===== src/rtl/thermboot_pkg.sv =====
package thermboot_pkg;
  typedef enum logic [2:0] {
    ST_ENTRY   = 3'd0,
    ST_HOLD    = 3'd1,
    ST_CLEAR   = 3'd2,
    ST_RELEASE = 3'd3,
    ST_PORREQ  = 3'd4
  } tb_state_e;

  typedef enum logic [1:0] {
    WD_OFF     = 2'b00,
    WD_BACKOFF = 2'b01,
    WD_FEED    = 2'b10,
    WD_OFF_ALT = 2'b11
  } wd_mode_e;
endpackage


===== src/rtl/thermboot_cycle_timer.sv =====
module thermboot_cycle_timer #(
  parameter int W = 16
) (
  input  logic         clk,
  input  logic         rst_n,
  input  logic         run,
  input  logic [W-1:0] limit,
  output logic         hit
);
  logic [W-1:0] cnt_q;
  logic [W-1:0] lim_eff;

  assign lim_eff = (limit == '0) ? W'(1) : limit;
  assign hit     = run && (cnt_q == lim_eff - W'(1));

  always_ff @(posedge clk or negedge rst_n) begin
    if (!rst_n)            cnt_q <= '0;
    else if (!run || hit)  cnt_q <= '0;
    else                   cnt_q <= cnt_q + W'(1);
  end
endmodule


===== src/rtl/thermboot_wd_ctl.sv =====
module thermboot_wd_ctl
  import thermboot_pkg::*;
#(
  parameter int   TMO_W     = 16,
  parameter logic WD_EN_RST = 1'b1
) (
  input  tb_state_e          state,
  input  wd_mode_e           mode,
  input  logic [TMO_W-1:0]   normal_tmo,
  input  logic [TMO_W-1:0]   backoff_tmo,
  output logic               wd_en,
  output logic [TMO_W-1:0]   wd_tmo
);
  always_comb begin
    wd_en  = 1'b1;
    wd_tmo = normal_tmo;
    unique case (state)
      ST_ENTRY: wd_en = WD_EN_RST;
      ST_HOLD: begin
        unique case (mode)
          WD_BACKOFF: wd_tmo = backoff_tmo;
          WD_FEED:    wd_en  = 1'b1;
          default:    wd_en  = 1'b0;
        endcase
      end
      default: wd_en = 1'b1;
    endcase
  end
endmodule


===== src/rtl/thermboot_gate.sv =====
module thermboot_gate
  import thermboot_pkg::*;
#(
  parameter int   TMO_W     = 16,
  parameter int   CNT_W     = 16,
  parameter logic WD_EN_RST = 1'b1
) (
  input  logic             clk,
  input  logic             rst_n,
  input  logic             hot_i,
  input  logic             hot_flag_i,
  input  logic             flag_check_en_i,
  input  logic [1:0]       wd_mode_i,
  input  logic             post_cool_por_i,
  input  logic [TMO_W-1:0] wd_normal_tmo_i,
  input  logic [TMO_W-1:0] wd_backoff_tmo_i,
  input  logic [CNT_W-1:0] kick_interval_i,
  input  logic [CNT_W-1:0] settle_cycles_i,
  output logic             boot_release_o,
  output logic             reset_req_o,
  output logic             wd_en_o,
  output logic [TMO_W-1:0] wd_tmo_o,
  output logic             wd_kick_o,
  output logic             hot_flag_clr_o
);
  tb_state_e state_q, state_d;
  wd_mode_e  mode_q;
  logic      por_q;
  logic      entry_hot;
  logic      settle_hit;
  logic      kick_hit;
  logic      in_hold;

  assign entry_hot = hot_i || (flag_check_en_i && hot_flag_i);
  assign in_hold   = (state_q == ST_HOLD);

  always_comb begin
    state_d = state_q;
    unique case (state_q)
      ST_ENTRY: state_d = entry_hot ? ST_HOLD : ST_RELEASE;
      ST_HOLD:  if (settle_hit) state_d = ST_CLEAR;
      ST_CLEAR: state_d = por_q ? ST_PORREQ : ST_RELEASE;
      default:  state_d = state_q;
    endcase
  end

  always_ff @(posedge clk or negedge rst_n) begin
    if (!rst_n) begin
      state_q <= ST_ENTRY;
      mode_q  <= WD_OFF;
      por_q   <= 1'b0;
    end else begin
      state_q <= state_d;
      if (state_q == ST_ENTRY) begin
        mode_q <= wd_mode_e'(wd_mode_i);
        por_q  <= post_cool_por_i;
      end
    end
  end

  thermboot_cycle_timer #(.W(CNT_W)) settle_tmr_i (
    .clk   (clk),
    .rst_n (rst_n),
    .run   (in_hold && !hot_i),
    .limit (settle_cycles_i),
    .hit   (settle_hit)
  );

  thermboot_cycle_timer #(.W(CNT_W)) kick_tmr_i (
    .clk   (clk),
    .rst_n (rst_n),
    .run   (in_hold && (mode_q == WD_FEED)),
    .limit (kick_interval_i),
    .hit   (kick_hit)
  );

  thermboot_wd_ctl #(.TMO_W(TMO_W), .WD_EN_RST(WD_EN_RST)) wd_ctl_i (
    .state       (state_q),
    .mode        (mode_q),
    .normal_tmo  (wd_normal_tmo_i),
    .backoff_tmo (wd_backoff_tmo_i),
    .wd_en       (wd_en_o),
    .wd_tmo      (wd_tmo_o)
  );

  assign wd_kick_o      = kick_hit;
  assign boot_release_o = (state_q == ST_RELEASE);
  assign reset_req_o    = (state_q == ST_PORREQ);
  assign hot_flag_clr_o = (state_q == ST_CLEAR);
endmodule


===== config.mk =====
export PLATFORM = sky130hd
export DESIGN_NAME = thermboot_gate
export DESIGN_NICKNAME = d
export VERILOG_FILES = /design/src/rtl/thermboot_pkg.sv /design/src/rtl/thermboot_cycle_timer.sv /design/src/rtl/thermboot_wd_ctl.sv /design/src/rtl/thermboot_gate.sv
export SDC_FILE = /design/constraint.sdc
export NUM_CORES = 1
export LEC_CHECK = 0
export BUFFER_PORTS_ARGS = -buffer_cell sky130_fd_sc_hd__buf_2
export CORE_MARGIN = 10
export CORE_UTILIZATION = 48
export CTS_CLUSTER_DIAMETER = 200
export CTS_CLUSTER_SIZE = 16
export DETAILED_ROUTE_END_ITERATION = 8
export GPL_TIMING_DRIVEN = 0
export PLACE_DENSITY = 0.87
export SLEW_MARGIN = 40
export SYNTH_ARGS = -nofsm -noshare
export SYNTH_HDL_FRONTEND = slang
export SYNTH_SLANG_ARGS = --single-unit
export TNS_END_PERCENT = 50

===== constraint.sdc =====
create_clock -name clk -period 2.7 [get_ports clk]
set_input_delay 0 -clock clk [delete_from_list [all_inputs] [get_ports clk]]
set_output_delay 0 -clock clk [all_outputs]
set_load 0.01 [all_outputs]

==> impl_metrics.yaml, run 1 <==
detailed_routing:
  via_per_inst: 6.05
  vias: 3383
  met3WireLength_um: 688
  firstDrtPassIters: 4
  wl_per_cell_um: 17.8
  wl_met1_mm: 3.85
  drt_iter0_markers: 189
  highest_layer: "met4"
  wirelength_mm: 9.94
  wl_met2_mm: 5.09
  drc: 0
  ant_nets: 0
cts:
  cts_htree_levels: 2
  cts_tree: "built"
  clk_latency_ns: 0.28
  numClockSinks: 38
  cts.path.max_buffers: 2
  clk_pin_slew_worst_paths_ns: 0.07
  cts_buffers: 5
  cts-root-buf: "clkbuf_8"
cells_and_area:
  fin_area_um2: 4330
  fin_util_pct: 67.5
  most-common-layout-cells: "buf_2, dfrtp_1, xnor2_1, nor3_1, xor2_1"
  area_growth_pct: 34.8
  drive_gt1_share_pct: 37.3
  multi_input_area_um2: 2370
  fillers: 465
  register_area_um2: 951
  layout_commonest_cell: "buf_2"
  finalNetCount: 560
  antenna_cells: 0
power_and_ir_drop:
  irDropWorstVdd_uv: 217
  power.leakage_nw: 1.77
  powerDensity_nw_per_um2: 304
sta:
  max_freq_mhz: 349
  hold_slack_ns: 0.0339
  finalCritPeriodShare_pct: 106
  final.setup.tns_ns: -1.55
  hold_viol: 0
  slew_headroom_pct: 46.7
  tightest_slew_ns: 0.800
  rsz0062_at_grt: "yes"
  drv_slew: 0
  setup_viol: 17
  min_period_ns: 2.86
  layout_setup_ws_ns: -0.162
  skew_ns: 0.00886
yosys:
  ys_ff_latch: 38
  synth_area_um2: 3220
  ys_types: 59
  synth_flop_cell: "dfrtp_1"
  ys_async_sr_fraction_pct: 100
  synth_seq_area_share_pct: 29.6
  synth_edf_count: 0
  synth_warnings: 0
  syn_inst: 363
  syn-num-nets: 441
  syn_avg_cell_area_um2: 8.86
placement:
  dpl_cell_area_um2: 3810
  gp_congestion: 0.854
  numPortBuffers: 91
  post-place-ws_ns: -0.582
  post-dp-hpwl_mm: 6.98
worst_setup_path:
  critical_path.startpoint_type: "input pin"
  cp_max_fo: 5
  setup.worst_path.class: "input pin to flip-flop"
  worst_ep_required_time_ns: 2.83
  crit_arrival_ns: 2.99
  end_kind: "flip-flop"
global_routing:
  antenna_found_initial: 0
  grt.total_usage_pct: 18.6
  grt_pass1_vias: 3422
  grt_pass1_wl_mm: 16.1
  grt_overflow: 0
  grt_max_degree: 39
floorplan:
  design.core.area_um2: 6420
  die_y_um: 102
  die-area_um2: 10400
  ioPinCount: 93
  die-width_um: 102
  num_rows: 29
  initial_core_util_pct: 50.1
worst_hold_path:
  hold_path.class: "input pin to flip-flop"
status:
  violations: "setup timing"
  status: "finished with violations"
flow_run:
  cap_violations: 0
-- path summary, 6_finish.rpt --
path | startpoint | endpoint | slack [ns] | cells past startpoint
max reg2reg | kick_tmr_i.cnt_q[9]$_DFF_PN0_ | kick_tmr_i.cnt_q[0]$_DFF_PN0_ | 0.02 | 10
min reg2reg | settle_tmr_i.cnt_q[0]$_DFF_PN0_ | settle_tmr_i.cnt_q[0]$_DFF_PN0_ | 0.55 | 1
max | kick_interval_i[10] | kick_tmr_i.cnt_q[0]$_DFF_PN0_ | -0.16 | 15
min | hot_i | settle_tmr_i.cnt_q[12]$_DFF_PN0_ | 0.03 | 4
max in group asynchronous | rst_n | settle_tmr_i.cnt_q[9]$_DFF_PN0_ | 2.13 | 2
min in group asynchronous | rst_n | kick_tmr_i.cnt_q[11]$_DFF_PN0_ | 0.22 | 2
-- critical path, stage by stage --
cell	delay, ns
buf_8	0.10
or4_4	0.56
nor4_4	0.26
a21oi_2	0.13
ha_4	0.24
xnor2_2	0.14
a21oi_2	0.14
o2111ai_2	0.13
or3_4	0.36
a2111oi_4	0.27
o2111a_2	0.27
buf_6	0.14
buf_12	0.11
buf_12	0.12
nor3_2	0.04
-- logic make-up (layout without fill, tap and decap cells) --
kind of cell	count (synthesis)	in the layout	synth area share, %
XOR/XNOR	60	60	16.3
AND/OR/NAND/NOR	171	171	30.9
multiplexers	21	21	7.24
buffers and inverters	20	139	2.84
adder cells (fa/ha/maj)	6	6	2.33
AO/OA/AOI/OAI	47	47	10.8
flip-flops	38	38	29.6
-- layer usage --
metal,vias up,GRT usage (%)
met5,-,0
met1,1630,21.2
met2,152,32.4
li1,1568,-
met3,33,5.13
met4,0,7.16
-- report_power, final --
part	leakage (nW)	switching, W	internal (W)	total [W]
Combinational	1.20	0.000138	0.000123	0.000261
Sequential	0.513	0.00000570	0.000573	0.000578
Clock	0.0573	0.000184	0.000295	0.000479
-- registers in the layout, indices dropped and copies added, names as in the netlist --
signal / flops
por_q: 1
mode_q: 2
state_q: 3
kick_tmr_i.cnt_q: 16
settle_tmr_i.cnt_q: 16
-- timing repair --
| item | 4_1_cts | 5_1_grt |
|---|---|---|
| cloned | 1 | 0 |
| setup buffers | 11 | 5 |
| endpoints found under the setup margin | 35 | 44 |
| hold endpoints to repair | 41 | 0 |
| hold buffers | 4 | 0 |
| gates resized for setup | 20 | 19 |
| pin swaps | 13 | 9 |
-- synth_stat cells (all sizes together), types with 2 or more instances --
| cell | n | share of area [%] |
|---|---|---|
| nor3 | 39 | 8.0 |
| a21boi | 2 | 0.47 |
| nand3 | 21 | 3.3 |
| nand4b | 2 | 0.54 |
| a211oi | 3 | 0.86 |
| nand2b | 3 | 0.58 |
| buf | 5 | 1.1 |
| nor3b | 8 | 1.9 |
| xor2 | 26 | 7.1 |
| or4 | 6 | 1.6 |
| clkbuf | 6 | 0.70 |
| mux2i | 3 | 0.93 |
| nor4 | 15 | 3.4 |
| and3 | 8 | 1.6 |
| a21oi | 8 | 1.2 |
| o21ai | 9 | 1.4 |
| inv | 9 | 1.1 |
| nand4 | 4 | 0.78 |
| or3 | 7 | 1.5 |
| xnor2 | 34 | 9.3 |
| ha | 6 | 2.3 |
| dfrtp | 38 | 30 |
| a2111oi | 3 | 1.2 |
| or3b | 2 | 0.54 |
| a31oi | 4 | 0.78 |
| nor2 | 25 | 2.9 |
| mux2 | 18 | 6.3 |
| nor2b | 2 | 0.39 |
| nand2 | 24 | 2.8 |
| o31ai | 2 | 0.47 |
| and2 | 2 | 0.39 |
| a21o | 2 | 0.47 |
-- area by class of cell --
type	instances	area share, %
Multi-Input combinational cell	305	54.7
Sequential cell	38	21.9
Timing Repair Buffer	112	16.2
Tap cell	77	2.22
Clock buffer	6	1.91
Buffer	11	1.56
Inverter	9	0.779
Clock inverter	1	0.693
-- metrics by stage --
stage	power [W]	instances
2_1_floorplan	0.000699	363
5_1_grt	0.00138	559
4_1_cts	0.00132	554
3_3_place_gp	0.000806	531
6_report	0.00132	559
3_5_place_dp	0.000816	531
(Power assumes the default switching activity.)
==> run 2, diff against run 1 <==
--- a/config.mk
+++ b/config.mk
@@ -13,6 +13,7 @@
 export DETAILED_ROUTE_END_ITERATION = 8
 export GPL_TIMING_DRIVEN = 0
 export PLACE_DENSITY = 0.87
+export SKIP_CTS_REPAIR_TIMING = 1
 export SLEW_MARGIN = 40
 export SYNTH_ARGS = -nofsm -noshare
 export SYNTH_HDL_FRONTEND = slang
==> run 2 against run 1 <==
Net effect: the run still ends with setup timing left; via count fell by 3.3%; worst setup slack got worse by 0.18 ns; clock skew increased by 0.0017 ns; die area is the same; core utilization is 1.4 points lower; fmax is 5.9% lower; cell count is 0.54% lower; flip-flop and latch count stayed put; register-to-register slack better by 0.12 ns; clock power grew 2%; worst hold slack better by 0.0050 ns; clock-buffer cell count is the same.
==> impl_metrics.yaml, run 2 (synthesis gave the netlist of run 1 again) <==
status:
  status: "finished with violations"
  violations: "setup timing"
floorplan:
  die-width_um: 102
  die_y_um: 102
  design.core.area_um2: 6420
  initial_core_util_pct: 50.1
  die-area_um2: 10400
  ioPinCount: 93
  num_rows: 29
placement:
  post-dp-hpwl_mm: 6.98
  numPortBuffers: 91
  gp_congestion: 0.854
cells_and_area:
  antenna_cells: 0
  layout_commonest_cell: "buf_2"
  most-common-layout-cells: "buf_2, dfrtp_1, xnor2_1, nor3_1, xor2_1"
  largestRegisters: "kick_tmr_i.cnt_q: 16 flops, settle_tmr_i.cnt_q: 16 flops, state_q: 3 flops"
  finalNetCount: 557
  drive_gt1_share_pct: 36.7
  area_growth_pct: 32.0
  fin_util_pct: 66.1
cts:
  cts_tree: "built"
  cts.path.max_buffers: 2
  cts-root-buf: "clkbuf_8"
  cts_htree_levels: 2
  numClockSinks: 38
  clk_pin_slew_worst_paths_ns: 0.07
  cts_buffers: 5
  clk_latency_ns: 0.28
worst_setup_path:
  cp_top_family: "simple AND/OR/NAND/NOR gates"
  path_buf_inv: 2
  crit_path_cell_trace: "buf_8, or4_4, nor4_4, a21oi_2, ha_4, xnor2_2, a21oi_2, o2111ai_2, or3_4, a2111oi_4, o2111a_2, nor2b_4, buf_6"
  setup.worst_path.class: "input pin to output pin"
  crit_arrival_ns: 3.04
  critical_path.most_common_cell: "a21oi_2"
  cpMaxStageDelayCell: "or4_4"
  cp_max_fo: 5
  r2r-start: "kick_tmr_i.cnt_q[7]$_DFF_PN0_"
  critPathMaxStageDelay_ns: 0.57
  critical_path.startpoint_type: "input pin"
  regToRegEndpoint: "kick_tmr_i.cnt_q[10]$_DFF_PN0_"
  reg2reg_depth: 9
  r2r_slack_ns: 0.14
  worst_ep_required_time_ns: 2.70
  end_kind: "output pin"
global_routing:
  grt_overflow: 0
  grt_pass1_wl_mm: 14.5
  grt.total_usage_pct: 16.5
  grt_pass1_vias: 3211
  grt_max_degree: 39
  antenna_found_initial: 0
worst_hold_path:
  whs_endpoint: "settle_tmr_i.cnt_q[12]$_DFF_PN0_"
  hp-start: "hot_i"
  hold_path.class: "input pin to flip-flop"
  min_path_cells: 4
sta:
  skew_ns: 0.0106
  rsz0062_at_grt: "yes"
  max_freq_mhz: 329
  finalCritPeriodShare_pct: 113
  min_period_ns: 3.04
  hold_slack_ns: 0.0389
  drv_slew: 0
  final.setup.tns_ns: -3.53
  slew_headroom_pct: 57.3
  hold_viol: 0
  tightest_slew_ns: 0.640
  layout_setup_ws_ns: -0.341
  setup_viol: 19
detailed_routing:
  firstDrtPassIters: 4
  via_per_inst: 5.89
  ant_nets: 0
  vias: 3273
  wirelength_mm: 9.40
  drc: 0
  wl_per_cell_um: 16.9
  drt_iter0_markers: 200
power_and_ir_drop:
  irDropWorstVdd_uv: 217
  power_w: 0.00132
  power.leakage_nw: 1.73
  powerDensity_nw_per_um2: 312
flow_run:
  cap_violations: 0
-- run 2: metrics by stage --
stage | cells | setup slack (ns) | cell area [um^2]
CTS | 538 | -0.453 | 3930
global route | 556 | -0.403 | 4240
detailed placement | 531 | -0.582 | 3810
global placement | 531 | -0.483 | 3810
floorplan | 363 | -0.0476 | 3260
finish | 556 | -0.341 | 4240
-- run 2: worst reg2reg max path, stage by stage (launching register included) --
cell	delay (ns)
dfrtp_1	0.44
xnor2_1	0.37
o21bai_1	0.10
a2111oi_0	0.38
a31oi_1	0.15
a2111oi_4	0.34
o2111a_2	0.30
buf_4	0.15
buf_12	0.14
nor3_2	0.05
-- run 2: cell type report --
type                       count  area, um^2
timing repair buffer         109         634
buffer                        11        67.6
clock inverter                 1        30.0
multi-input combinational    305        2350
fill                         487        2180
sequential                    38         951
clock buffer                   6        82.6
inverter                       9        33.8
tap                           77        96.3
-- run 2: worst max-delay path by stage --
| stage | endpoint | depth (start not counted) | slack, ns | from |
|---|---|---|---|---|
| after floorplan | kick_tmr_i.cnt_q[10]$_DFF_PN0_ | 12 | -0.05 | kick_interval_i[7] |
| after global routing | wd_kick_o | 13 | -0.40 | kick_interval_i[10] |
| after CTS | wd_kick_o | 13 | -0.45 | kick_interval_i[7] |
| after global placement | settle_tmr_i.cnt_q[13]$_DFF_PN0_ | 12 | -0.48 | settle_cycles_i[4] |
| after detailed placement | settle_tmr_i.cnt_q[13]$_DFF_PN0_ | 12 | -0.58 | settle_cycles_i[4] |
| final | wd_kick_o | 13 | -0.34 | kick_interval_i[10] |
-- run 2: per-layer routing --
metal | share of wire, % | up-vias | track usage (%)
li1 | - | 1567 | -
met1 | 39 | 1570 | 19.3
met2 | 52 | 122 | 29.2
met3 | 7.7 | 14 | 4.59
met4 | 1.2 | 0 | 4.34
met5 | 0 | - | 0
-- run 2: where the power goes --
| part | switching [W] | internal, W | total (W) |
|---|---|---|---|
| combinational | 0.000136 | 0.000121 | 0.000258 |
| sequential | 0.00000565 | 0.000573 | 0.000578 |
| clock | 0.000191 | 0.000296 | 0.000487 |
| total | 0.000333 | 0.000989 | 0.00132 |
